--- src/rtl/nib_alu_pkg.sv ---
package nib_alu_pkg;

  typedef enum logic [3:0] {
    OP_ADD  = 4'd0,  OP_ADC  = 4'd1,  OP_SUB  = 4'd2,  OP_SBC  = 4'd3,
    OP_CMP  = 4'd4,  OP_AND  = 4'd5,  OP_OR   = 4'd6,  OP_XOR  = 4'd7,
    OP_INC  = 4'd8,  OP_DEC  = 4'd9,  OP_SHL  = 4'd10, OP_SHR  = 4'd11,
    OP_ROL  = 4'd12, OP_ROR  = 4'd13, OP_RSV0 = 4'd14, OP_RSV1 = 4'd15
  } aluOp_e;

  typedef enum logic [1:0] {FN_ADD, FN_AND, FN_OR, FN_XOR} coreFn_e;
  typedef enum logic [1:0] {CI_ZERO, CI_ONE, CI_EXT, CI_NEXT} cinSel_e;
  typedef enum logic [1:0] {B_PASS, B_ZERO, B_ONE} bSel_e;
  typedef enum logic [2:0] {SH_NONE, SH_LL, SH_LR, SH_RL, SH_RR} shSel_e;
  typedef enum logic [2:0] {C_ADD, C_SUB, C_KEEP, C_ZERO, C_SHIFT} cSel_e;
  typedef enum logic [1:0] {H_CARRY, H_BORROW, H_ONE, H_ZERO} hSel_e;

  typedef struct packed {
    coreFn_e fn;
    logic    invB;
    cinSel_e cin;
    bSel_e   bSel;
    shSel_e  sh;
    cSel_e   cSel;
    hSel_e   hSel;
    logic    vEn;
    logic    wrEn;
  } aluDec_t;

  typedef struct packed {
    logic captureLo;
    logic finishHi;
    logic useLatched;
  } aluStb_t;

  function automatic aluDec_t decodeOp(aluOp_e op);
    aluDec_t d;
    d.fn   = FN_ADD;
    d.invB = 1'b0;
    d.cin  = CI_ZERO;
    d.bSel = B_PASS;
    d.sh   = SH_NONE;
    d.cSel = C_ADD;
    d.hSel = H_CARRY;
    d.vEn  = 1'b1;
    d.wrEn = 1'b1;
    case (op)
      OP_ADD: ;
      OP_ADC: d.cin = CI_EXT;
      OP_SUB, OP_CMP: begin
        d.invB = 1'b1; d.cin = CI_ONE; d.cSel = C_SUB; d.hSel = H_BORROW;
        d.wrEn = (op != OP_CMP);
      end
      OP_SBC: begin
        d.invB = 1'b1; d.cin = CI_NEXT; d.cSel = C_SUB; d.hSel = H_BORROW;
      end
      OP_AND: begin d.fn = FN_AND; d.cSel = C_ZERO; d.hSel = H_ONE;  d.vEn = 1'b0; end
      OP_OR:  begin d.fn = FN_OR;  d.cSel = C_ZERO; d.hSel = H_ZERO; d.vEn = 1'b0; end
      OP_XOR: begin d.fn = FN_XOR; d.cSel = C_ZERO; d.hSel = H_ZERO; d.vEn = 1'b0; end
      OP_INC: begin d.bSel = B_ZERO; d.cin = CI_ONE; d.cSel = C_KEEP; end
      OP_DEC: begin
        d.bSel = B_ONE; d.invB = 1'b1; d.cin = CI_ONE; d.cSel = C_KEEP; d.hSel = H_BORROW;
      end
      OP_SHL, OP_SHR, OP_ROL, OP_ROR: begin
        d.bSel = B_ZERO; d.cSel = C_SHIFT; d.hSel = H_ZERO; d.vEn = 1'b0;
        case (op)
          OP_SHL:  d.sh = SH_LL;
          OP_SHR:  d.sh = SH_LR;
          OP_ROL:  d.sh = SH_RL;
          default: d.sh = SH_RR;
        endcase
      end
      default: begin
        d.fn = FN_OR; d.bSel = B_ZERO; d.cSel = C_ZERO; d.hSel = H_ZERO; d.vEn = 1'b0;
      end
    endcase
    return d;
  endfunction

endpackage

--- src/rtl/nib_alu_core.sv ---
module nib_alu_core
  import nib_alu_pkg::*;
#(
  parameter int NIB_W = 4
) (
  input  logic [NIB_W-1:0] x,
  input  logic [NIB_W-1:0] y,
  input  logic             cin,
  input  coreFn_e          fn,
  output logic [NIB_W-1:0] r,
  output logic             cout,
  output logic             cMsb
);
  logic [NIB_W:0]   sumFull;
  logic [NIB_W-1:0] sumLow;

  always_comb begin
    sumFull = (NIB_W+1)'(x) + (NIB_W+1)'(y) + (NIB_W+1)'(cin);
    sumLow  = NIB_W'(x[NIB_W-2:0]) + NIB_W'(y[NIB_W-2:0]) + NIB_W'(cin);
    cout    = sumFull[NIB_W];
    cMsb    = sumLow[NIB_W-1];
    case (fn)
      FN_AND:  r = x & y;
      FN_OR:   r = x | y;
      FN_XOR:  r = x ^ y;
      default: r = sumFull[NIB_W-1:0];
    endcase
  end
endmodule

--- src/rtl/nib_alu_ctrl.sv ---
module nib_alu_ctrl
  import nib_alu_pkg::*;
(
  input  logic       clk,
  input  logic       rst_n,
  input  logic       start,
  input  logic [3:0] opCode,
  output aluStb_t    stb,
  output aluDec_t    dec,
  output logic       done
);
  typedef enum logic {ST_IDLE, ST_HIGH} state_e;
  state_e state;
  aluOp_e opHeld;

  always_comb begin
    stb.captureLo  = (state == ST_IDLE) && start;
    stb.finishHi   = (state == ST_HIGH);
    stb.useLatched = (state == ST_HIGH);
    dec = decodeOp((state == ST_HIGH) ? opHeld : aluOp_e'(opCode));
  end

  always_ff @(posedge clk or negedge rst_n) begin
    if (!rst_n) begin
      state  <= ST_IDLE;
      opHeld <= OP_ADD;
      done   <= 1'b0;
    end else begin
      done <= stb.finishHi;
      if (stb.captureLo) begin
        state  <= ST_HIGH;
        opHeld <= aluOp_e'(opCode);
      end else begin
        state  <= ST_IDLE;
      end
    end
  end

  a_r1_done_follows_high: assert property (@(posedge clk) disable iff (!rst_n)
    (state == ST_HIGH) |=> done);
  a_r1_done_single_pulse: assert property (@(posedge clk) disable iff (!rst_n)
    done |=> !done);
  a_r1_busy_start_ignored: assert property (@(posedge clk) disable iff (!rst_n)
    (state == ST_HIGH && start) |=> (state == ST_IDLE));
  a_r1_start_two_cycles: assert property (@(posedge clk) disable iff (!rst_n)
    stb.captureLo |=> (!done && stb.finishHi));
endmodule

--- src/rtl/nib_alu_dp.sv ---
module nib_alu_dp
  import nib_alu_pkg::*;
#(
  parameter int NIB_W = 4
) (
  input  logic                  clk,
  input  logic                  rst_n,
  input  aluStb_t               stb,
  input  aluDec_t               dec,
  input  logic [2*NIB_W-1:0]    opA,
  input  logic [2*NIB_W-1:0]    opB,
  input  logic                  carryIn,
  output logic [2*NIB_W-1:0]    result,
  output logic                  wrStrobe,
  output logic                  flagC,
  output logic                  flagH,
  output logic                  flagV,
  output logic                  flagZ,
  output logic                  flagS
);
  localparam int DW = 2 * NIB_W;

  logic [DW-1:0]    shA, bVal, bEff;
  logic             shOut, cinLo;
  logic [NIB_W-1:0] coreX, coreY, coreR;
  logic             coreCin, coreCout, coreCMsb;

  logic [NIB_W-1:0] hiA, hiB, loRes;
  logic             midCarry, shOutHeld, cinHeld;

  always_comb begin
    case (dec.sh)
      SH_LL:   begin shA = {opA[DW-2:0], 1'b0};    shOut = opA[DW-1]; end
      SH_LR:   begin shA = {1'b0, opA[DW-1:1]};    shOut = opA[0];    end
      SH_RL:   begin shA = {opA[DW-2:0], carryIn}; shOut = opA[DW-1]; end
      SH_RR:   begin shA = {carryIn, opA[DW-1:1]}; shOut = opA[0];    end
      default: begin shA = opA;                    shOut = 1'b0;      end
    endcase
    case (dec.bSel)
      B_ZERO:  bVal = '0;
      B_ONE:   bVal = DW'(1);
      default: bVal = opB;
    endcase
    bEff = dec.invB ? ~bVal : bVal;
    case (dec.cin)
      CI_ONE:  cinLo = 1'b1;
      CI_EXT:  cinLo = carryIn;
      CI_NEXT: cinLo = ~carryIn;
      default: cinLo = 1'b0;
    endcase
    coreX   = stb.useLatched ? hiA      : shA[NIB_W-1:0];
    coreY   = stb.useLatched ? hiB      : bEff[NIB_W-1:0];
    coreCin = stb.useLatched ? midCarry : cinLo;
  end

  nib_alu_core #(.NIB_W(NIB_W)) u_core (
    .x(coreX), .y(coreY), .cin(coreCin), .fn(dec.fn),
    .r(coreR), .cout(coreCout), .cMsb(coreCMsb)
  );

  always_ff @(posedge clk or negedge rst_n) begin
    if (!rst_n) begin
      hiA <= '0; hiB <= '0; loRes <= '0;
      midCarry <= 1'b0; shOutHeld <= 1'b0; cinHeld <= 1'b0;
    end else if (stb.captureLo) begin
      hiA       <= shA[DW-1:NIB_W];
      hiB       <= bEff[DW-1:NIB_W];
      loRes     <= coreR;
      midCarry  <= coreCout;
      shOutHeld <= shOut;
      cinHeld   <= carryIn;
    end
  end

  always_ff @(posedge clk or negedge rst_n) begin
    if (!rst_n) begin
      result <= '0; wrStrobe <= 1'b0;
      flagC <= 1'b0; flagH <= 1'b0; flagV <= 1'b0; flagZ <= 1'b0; flagS <= 1'b0;
    end else begin
      wrStrobe <= stb.finishHi && dec.wrEn;
      if (stb.finishHi) begin
        result <= {coreR, loRes};
        flagZ  <= ({coreR, loRes} == '0);
        flagS  <= coreR[NIB_W-1];
        flagV  <= dec.vEn && (coreCMsb ^ coreCout);
        case (dec.cSel)
          C_ADD:   flagC <= coreCout;
          C_SUB:   flagC <= ~coreCout;
          C_KEEP:  flagC <= cinHeld;
          C_SHIFT: flagC <= shOutHeld;
          default: flagC <= 1'b0;
        endcase
        case (dec.hSel)
          H_CARRY:  flagH <= midCarry;
          H_BORROW: flagH <= ~midCarry;
          H_ONE:    flagH <= 1'b1;
          default:  flagH <= 1'b0;
        endcase
      end
    end
  end

  a_r6_logic_clears_carry: assert property (@(posedge clk) disable iff (!rst_n)
    (stb.finishHi && dec.cSel == C_ZERO) |=> !flagC);
  a_r5_no_overflow_off: assert property (@(posedge clk) disable iff (!rst_n)
    (stb.finishHi && !dec.vEn) |=> !flagV);
  a_r10_compare_no_write: assert property (@(posedge clk) disable iff (!rst_n)
    (stb.finishHi && !dec.wrEn) |=> !wrStrobe);
  a_r12_result_holds: assert property (@(posedge clk) disable iff (!rst_n)
    !stb.finishHi |=> ($stable(result) && $stable(flagZ) && !wrStrobe));
  a_r9_zero_sign: assert property (@(posedge clk) disable iff (!rst_n)
    stb.finishHi |=> (flagZ == (result == '0)) && (flagS == result[DW-1]));
endmodule

--- src/rtl/nibble_alu.sv ---
module nibble_alu
  import nib_alu_pkg::*;
#(
  parameter int NIB_W = 4
) (
  input  logic               clk,
  input  logic               rst_n,
  input  logic               start,
  input  logic [3:0]         opCode,
  input  logic [2*NIB_W-1:0] opA,
  input  logic [2*NIB_W-1:0] opB,
  input  logic               carryIn,
  output logic               done,
  output logic               wrStrobe,
  output logic [2*NIB_W-1:0] result,
  output logic               flagC,
  output logic               flagH,
  output logic               flagV,
  output logic               flagZ,
  output logic               flagS
);
  aluStb_t stb;
  aluDec_t dec;

  nib_alu_ctrl u_ctrl (
    .clk(clk), .rst_n(rst_n), .start(start), .opCode(opCode),
    .stb(stb), .dec(dec), .done(done)
  );

  nib_alu_dp #(.NIB_W(NIB_W)) u_dp (
    .clk(clk), .rst_n(rst_n), .stb(stb), .dec(dec),
    .opA(opA), .opB(opB), .carryIn(carryIn),
    .result(result), .wrStrobe(wrStrobe),
    .flagC(flagC), .flagH(flagH), .flagV(flagV), .flagZ(flagZ), .flagS(flagS)
  );
endmodule

--- config.mk ---
export PLATFORM = sky130hd
export DESIGN_NAME = nibble_alu
export DESIGN_NICKNAME = d
export VERILOG_FILES = /design/src/rtl/nib_alu_pkg.sv /design/src/rtl/nib_alu_core.sv /design/src/rtl/nib_alu_ctrl.sv /design/src/rtl/nib_alu_dp.sv /design/src/rtl/nibble_alu.sv
export SDC_FILE = /design/constraint.sdc
export NUM_CORES = 1
export LEC_CHECK = 0
export ABC_AREA = 1
export BUFFER_PORTS_ARGS = -buffer_cell sky130_fd_sc_hd__buf_2
export CAP_MARGIN = 0
export CORE_AREA = 3 3 73 75
export DETAILED_ROUTE_END_ITERATION = 16
export DIE_AREA = 0 0 76 78
export PLACE_DENSITY_LB_ADDON = 0.12
export SETUP_SLACK_MARGIN = 0.3
export SKIP_LAST_GASP = 1
export SLEW_MARGIN = 30
export SYNTH_ARGS = -nofsm -noshare
export SYNTH_HDL_FRONTEND = slang
export SYNTH_HIERARCHICAL = 1
export SYNTH_SLANG_ARGS = --single-unit
--- constraint.sdc ---
create_clock -name clk -period 5.1 [get_ports clk]
set_input_delay 0.255 -clock clk [delete_from_list [all_inputs] [get_ports clk]]
set_output_delay 0.255 -clock clk [all_outputs]
set_load 0.05 [all_outputs]
* Word level (Yosys, flattened, before mapping)
Index checks and enable logic that the tools add are counted.
** Storage, ports and cells
- Bits in registers :: 35
- Latch bits :: 0
- RAM bits :: 0
- ROM bits :: 0
- Input bits :: 24
- Output and inout port bits :: 15
- Logic and storage cells :: 103
- Memories :: 0
** Operators by class
- $add $sub $neg :: 4
- $mul :: 0
- Div/mod/pow operators :: 0
- $lt $le $gt $ge :: 0
- Equal/unequal tests :: 31
- Shifts and indexed selects :: 0
- Mux-type cells :: 23
- Bitwise gates (word level) :: 9
- Reduce and logical (&&, ||, !) cells :: 20
** Operators by type and width (number)
- case mux 8 bit (4 select lines) :: 1
- == test 4 bit (second input constant) :: 6
- case mux 2 bit (3 select lines) :: 3
- == test 4 x 3 -> 1 bit (second input constant) :: 4
- case mux 8 bit (2 select lines) :: 1
- == test 2 bit (second input constant) :: 6
- 2-to-1 mux 4 bit :: 3
- case mux 3 bit (4 select lines) :: 1
- case mux 4 bit (3 select lines) :: 1
- OR reduction 4 bit :: 3
- OR reduction 11 bit :: 1
- OR reduction 2 bit :: 5
- == test 3 x 2 -> 1 bit (second input constant) :: 3
- case mux 3 bit (3 select lines) :: 1
- == test 2 x 1 -> 1 bit (second input constant) :: 4
- == test 4 x 2 -> 1 bit (second input constant) :: 2
- logical NOT 8 bit :: 1
- 2-to-1 mux 8 bit :: 1
- NOT 8 bit :: 1
- OR reduction 8 bit :: 1
- OR reduction 7 bit :: 1
- == test 3 x 1 -> 1 bit (second input constant) :: 2
- == test 3 bit (second input constant) :: 2
- case mux 1 bit (3 select lines) :: 2
- other kinds (21) :: 31

* Logic depth before layout (Yosys ltp)
- Word-level depth :: 13
- Gate-level depth with buffers :: 27
- Depth with buffers taken out :: 25

* Modules after synthesis
Netlist, hierarchy kept.
** By module, submodules not included
- nib_alu_dp :: times used 1, cells an instance 239, area each 1661.6 um^2, seq. area each 700.7 um^2
- nib_alu_ctrl :: times used 1, cells an instance 88, area each 599.3 um^2, seq. area each 150.1 um^2
- nib_alu_core :: times used 1, cells an instance 54, area each 337.8 um^2, seq. area each 0.0 um^2

* Least setup slack after synthesis
No wires, ideal clock.
- Kind :: reg2reg
- From :: register u_ctrl.state
- To :: register u_dp.flagZ
- Library setup time :: 0.083 ns
- Data arrival time :: 3.335 ns
- Required time :: 5.017 ns
- Path slack :: 1.683 ns
- Stages on the path, launching flop included :: 24
- Path buffers :: 2
- Clock period less this slack :: 3.417 ns
- Cells stage by stage :: dfrtp_1 > buf_6 > inv_8 > nand2_1 > nand2_1 > nor2_2 > nand2_1 > inv_2 > nor2_2 > inv_1 > ha_1 > buf_2 > o21ai_0 > nand2_1 > a31oi_1 > inv_1 > fa_1 > inv_1 > fa_1 > nand2_1 > o2111ai_1 > nor2_1 > nand2_1 > o21ai_0
** RTL lines
- start, declared :: RTL line nib_alu_ctrl.sv:13 : state_e state;
- start signal, assigned :: RTL line nib_alu_ctrl.sv:25 : state <= ST_IDLE;
- start signal, assigned :: RTL line nib_alu_ctrl.sv:31 : state <= ST_HIGH;
- start signal, assigned :: RTL line nib_alu_ctrl.sv:34 : state <= ST_IDLE;
- end signal, assigned :: RTL line nib_alu_dp.sv:83 : flagZ <= ({coreR, loRes} == '0);
- end, declared :: RTL line nib_alu_dp.sv:18 : output logic flagZ,

==> summary by stage <==
Clock network
The buffer cell driving the clock tree root is clkbuf_8. The number of clock buffers added by TritonCTS is 5. The number of setup buffers added after CTS is 0. After clock tree synthesis, the flow added hold-fix buffers numbering 0.

The clock-pin slew reported for the worst setup and hold paths after clock tree synthesis is 0.07 ns. TritonCTS built the clock tree. The maximum clock insertion buffer count is 2. The H-tree was split into 2 levels. The clock latency reported for the late side of the worst-skew pair is 0.29 ns. The post-cts gate resize count is 0. The tree built by TritonCTS fans out to 34 sinks.

Place
The placed instances occupy a cell area of 2800 um2. The worst-case setup slack after placement is 1.24 ns. The number of buffers added on ports is 38.

Detailed placement finished with a half-perimeter wire length of 4.27 mm. Routability-driven placement finished with a final weighted congestion of 0.900.

Die
The floorplan has 25 rows. The total area inside the core boundary comes to 4720 um2. 39 I/O pins were placed. The floorplan die width is 76 um. The floorplan step set the die height to 78 um. The initial utilization of the core area, before any placement, comes to 0.550. The die area is 5930 um2.

Worst setup path
By instance count, the cell type seen most on the critical path is nand2_1. The worst setup path is of the register to register kind. The type of destination of the critical path is a register. The startpoint class of the critical path is a register. The destination of the worst register-to-register timing path is u_dp/flagZ. Data on the critical path arrives at its endpoint at 4.14 ns. The largest individual stage delay along the critical path comes from the cell dfrtp_1.

The cell depth of the worst flop-to-flop path is 21. The critical path runs through a total of 21 cells. The worst flop-to-flop path startpoint is u_ctrl/state. The maximum fanout along the worst path is 10.

At the worst endpoint, the required time is 5.31 ns. The endpoint of the worst setup timing path is u_dp/flagZ. The internal reg-to-reg setup slack is 1.17 ns.

The beginning of the critical path is u_ctrl/state. The critical path goes through nand2_1 -> nand2_4 -> nand2_1 -> nand2_1 -> nand2_1 -> nor2_1 -> inv_2 -> nand3_2 -> nand3_4 -> nor2_1 -> nor2_1 -> nor2_1 -> inv_1 -> fa_1 -> inv_1 -> fa_1 -> nand2_1 -> o2111ai_1 -> nor2_1 -> nand2_1 -> o21ai_0. The largest single stage delay on the critical path is 0.58 ns. The kind of cell adding the most delay to the critical path is simple AND/OR/NAND/NOR gates. The sum of buffers and inverters on the critical path is 3.

Synth
The async set-or-reset flop fraction in the synthesized netlist is 1.00. The synthesized instance count is 381. After synthesis, the netlist uses 32 different library cells. The share of synthesized area in the top cell type comes to 0.327. Counting flops with a built-in enable in the synthesized netlist gives 0. The mapped cell area is 2600 um2. Yosys attributes the largest share of cell area to dfrtp_1, nand2_1, inv_1. Each instance of the synthesized netlist takes up on average 6.82 um2.

After synthesis the netlist holds a flip-flop and latch count of 34. The most instantiated flip-flop cell in the synthesis netlist is dfrtp_1. The largest total area in the synthesized netlist belongs to dfrtp_1.

Of the synthesized area, sequential elements account for 0.327. For this run, the number of Yosys warnings is 6. The net count after synthesis is 416.

Timing
Measured against its own limit, the worst slew margin works out to 0.493. The share of the clock period used by the worst path is 0.770. The total negative slack for setup checks is 0 ns. Once routing completed, OpenROAD measured the worst setup slack at 1.17 ns.

The clock arrives with 0.00853 ns of skew. Setup violations remaining at the end of the flow were counted as 0. The final critical-path required period is 3.93 ns. Setup repair after global routing left no endpoint under its margin. The total count of hold-check failures in the final report was 0. The total count of max-transition violations in the final report is 0. The upper clock frequency limit is 255 MHz. For the pin with the worst max-slew slack, the measured transition is 0.760 ns.

Cells and area
The share of post-route cells with drive strength above 1 is 0.182. The share of the core filled with cells is 0.613. The sequential standard cell area is 851 um2. The commonest non-fill, non-tap cell in the layout is nand2_1.

The area growth from synthesis to layout is 11.4%. The top cell types in the final layout, fill and taps aside, are nand2_1, inv_1, nor2_1, buf_2, dfrtp_1. With fillers left out, the area of the finished cells amounts to 2890 um2. After the last flow step, the layout net total stands at 451. The number of antenna diodes in the final layout is 0. Summing all multi-input logic gate instances after layout gives 1450 um2. The number of filler cells placed in the layout is 467.

Global routing
The first-pass GRT wire length is 9.65 mm. For this run, the total global-route usage over all layers was measured as 0.203. Entering global routing, the biggest net connects 35 pins.

The total congestion overflow after global routing is 0. The number of antenna violations at the first check in global routing was 0. The number of global-route vias before repair is 2,104.

Power
The net switching power of the design is 579 uW. For this design the static power due to leakage is 0.00159 uW. The internal power component is 639 uW.

The share of total power dissipated in sequential elements is 0.324. The share of total power dissipated in combinational logic is 0.505. The share of total power dissipated in the clock network is 0.172. In this run the power density over the cells is 421 nW/um2. VDD sags by at most 0.000181 V. The fraction of power spent switching nets is 0.476.

Route
The first detailed-routing pass took 4 iterations. After detailed routing, the number of vias per cell comes to 4.86. The routed design has 5.58 mm of wire. Across all layers, the routed design uses 2,352 vias.

In this run the remaining antenna-violating nets after routing total 0. In the routed design, unresolved DRC markers number 0. In the final routed layout, each cell accounts on average for 11.5 um.

After the first detailed-routing iteration, the DRC count stood at 120.

Outcome
The flow ran to the end, and the final reports show no timing, DRC or antenna violations.

Min path
The path type of the worst min-delay path is input port to async pin.

Flow run
The max-cap check violation count is 0.
-- cell type report --
class,count,share of cell area
tap,67,0.0290
multi-input combinational,278,0.499
inverter,58,0.0778
clock inverter,1,0.00173
timing repair buffer,39,0.0683
sequential,34,0.294
clock buffer,7,0.0298
-- layer usage --
| metal | routed length [um] | GRT usage |
|---|---|---|
| met1 | 2580 | 0.267 |
| met2 | 2600 | 0.343 |
| met3 | 329 | 0.0348 |
| met4 | 74 | 0.0616 |
| met5 | 0 | 0 |
-- power by group through the flow --
stage | clock (uW) | sequential, uW | combinational (uW)
after floorplan | 0 | 532 | 354
after global placement | 0 | 396 | 608
after detailed placement | 0 | 400 | 617
after CTS | 218 | 395 | 619
after global routing | 228 | 406 | 684
final | 209 | 394 | 615
-- metrics by stage --
| step | power, uW | cells | hold WS [ns] |
|---|---|---|---|
| after global placement | 1000 | 476 | 0.376 |
| final | 1220 | 484 | 0.0322 |
| after CTS | 1230 | 484 | 0.0587 |
| after floorplan | 886 | 381 | -0.0406 |
| after global routing | 1320 | 484 | 0.102 |
| after detailed placement | 1020 | 476 | 0.379 |
-- logic make-up (layout without fill, tap and decap cells) --
logic type / Yosys count / in the layout / synth area share
AND/OR/NAND/NOR: 215 / 215 / 0.376
buffers and inverters: 69 / 105 / 0.117
AO/OA/AOI/OAI: 42 / 42 / 0.0876
flip-flops: 34 / 34 / 0.327
adder cells (fa/ha/maj): 11 / 11 / 0.0587
XOR/XNOR: 10 / 10 / 0.0337
-- sequential cells by signal, summed over array words and instances (netlist names) --
name            count
u_dp/result         8
u_ctrl/opHeld       4
u_dp/hiA            4
u_dp/hiB            4
u_dp/loRes          4
u_ctrl/done         1
u_ctrl/state        1
u_dp/cinHeld        1
u_dp/flagC          1
u_dp/flagH          1
u_dp/flagV          1
u_dp/flagZ          1
u_dp/midCarry       1
u_dp/shOutHeld      1
u_dp/wrStrobe       1
-- cells in the mapped netlist (3+ instances only) --
cell type	number
inv_1	50
nand2_2	11
nor2_1	50
o21ai_0	29
dfrtp_1	34
nand3_1	25
xor2_1	9
buf_2	5
inv_2	6
nand2_4	4
ha_1	9
a21oi_1	5
nand2_1	113
buf_4	4
nand4_1	3
-- worst reg2reg max path, cell delays in order, from the launching register on --
cell and delay, ns:
dfrtp_1 0.58, nand2_1 0.17, nand2_4 0.14, nand2_1 0.08, nand2_1 0.06, nand2_1 0.06, nor2_1 0.49, inv_2 0.19
nand3_2 0.14, nand3_4 0.10, nor2_1 0.11, nor2_1 0.05, nor2_1 0.14, inv_1 0.10, fa_1 0.40, inv_1 0.10
fa_1 0.41, nand2_1 0.07, o2111ai_1 0.14, nor2_1 0.12, nand2_1 0.05, o21ai_0 0.14
-- worst min-delay path by stage --
stage,cells past startpoint,to,slack (ns),from
after floorplan,0,u_ctrl/done,-0.04,rst_n
after global placement,1,u_dp/wrStrobe,0.38,rst_n
after detailed placement,1,u_dp/wrStrobe,0.38,rst_n
after CTS,1,u_dp/flagC,0.06,rst_n
after global routing,1,u_dp/flagC,0.10,rst_n
final,1,u_dp/flagC,0.03,rst_n
(Power assumes the default switching activity.)
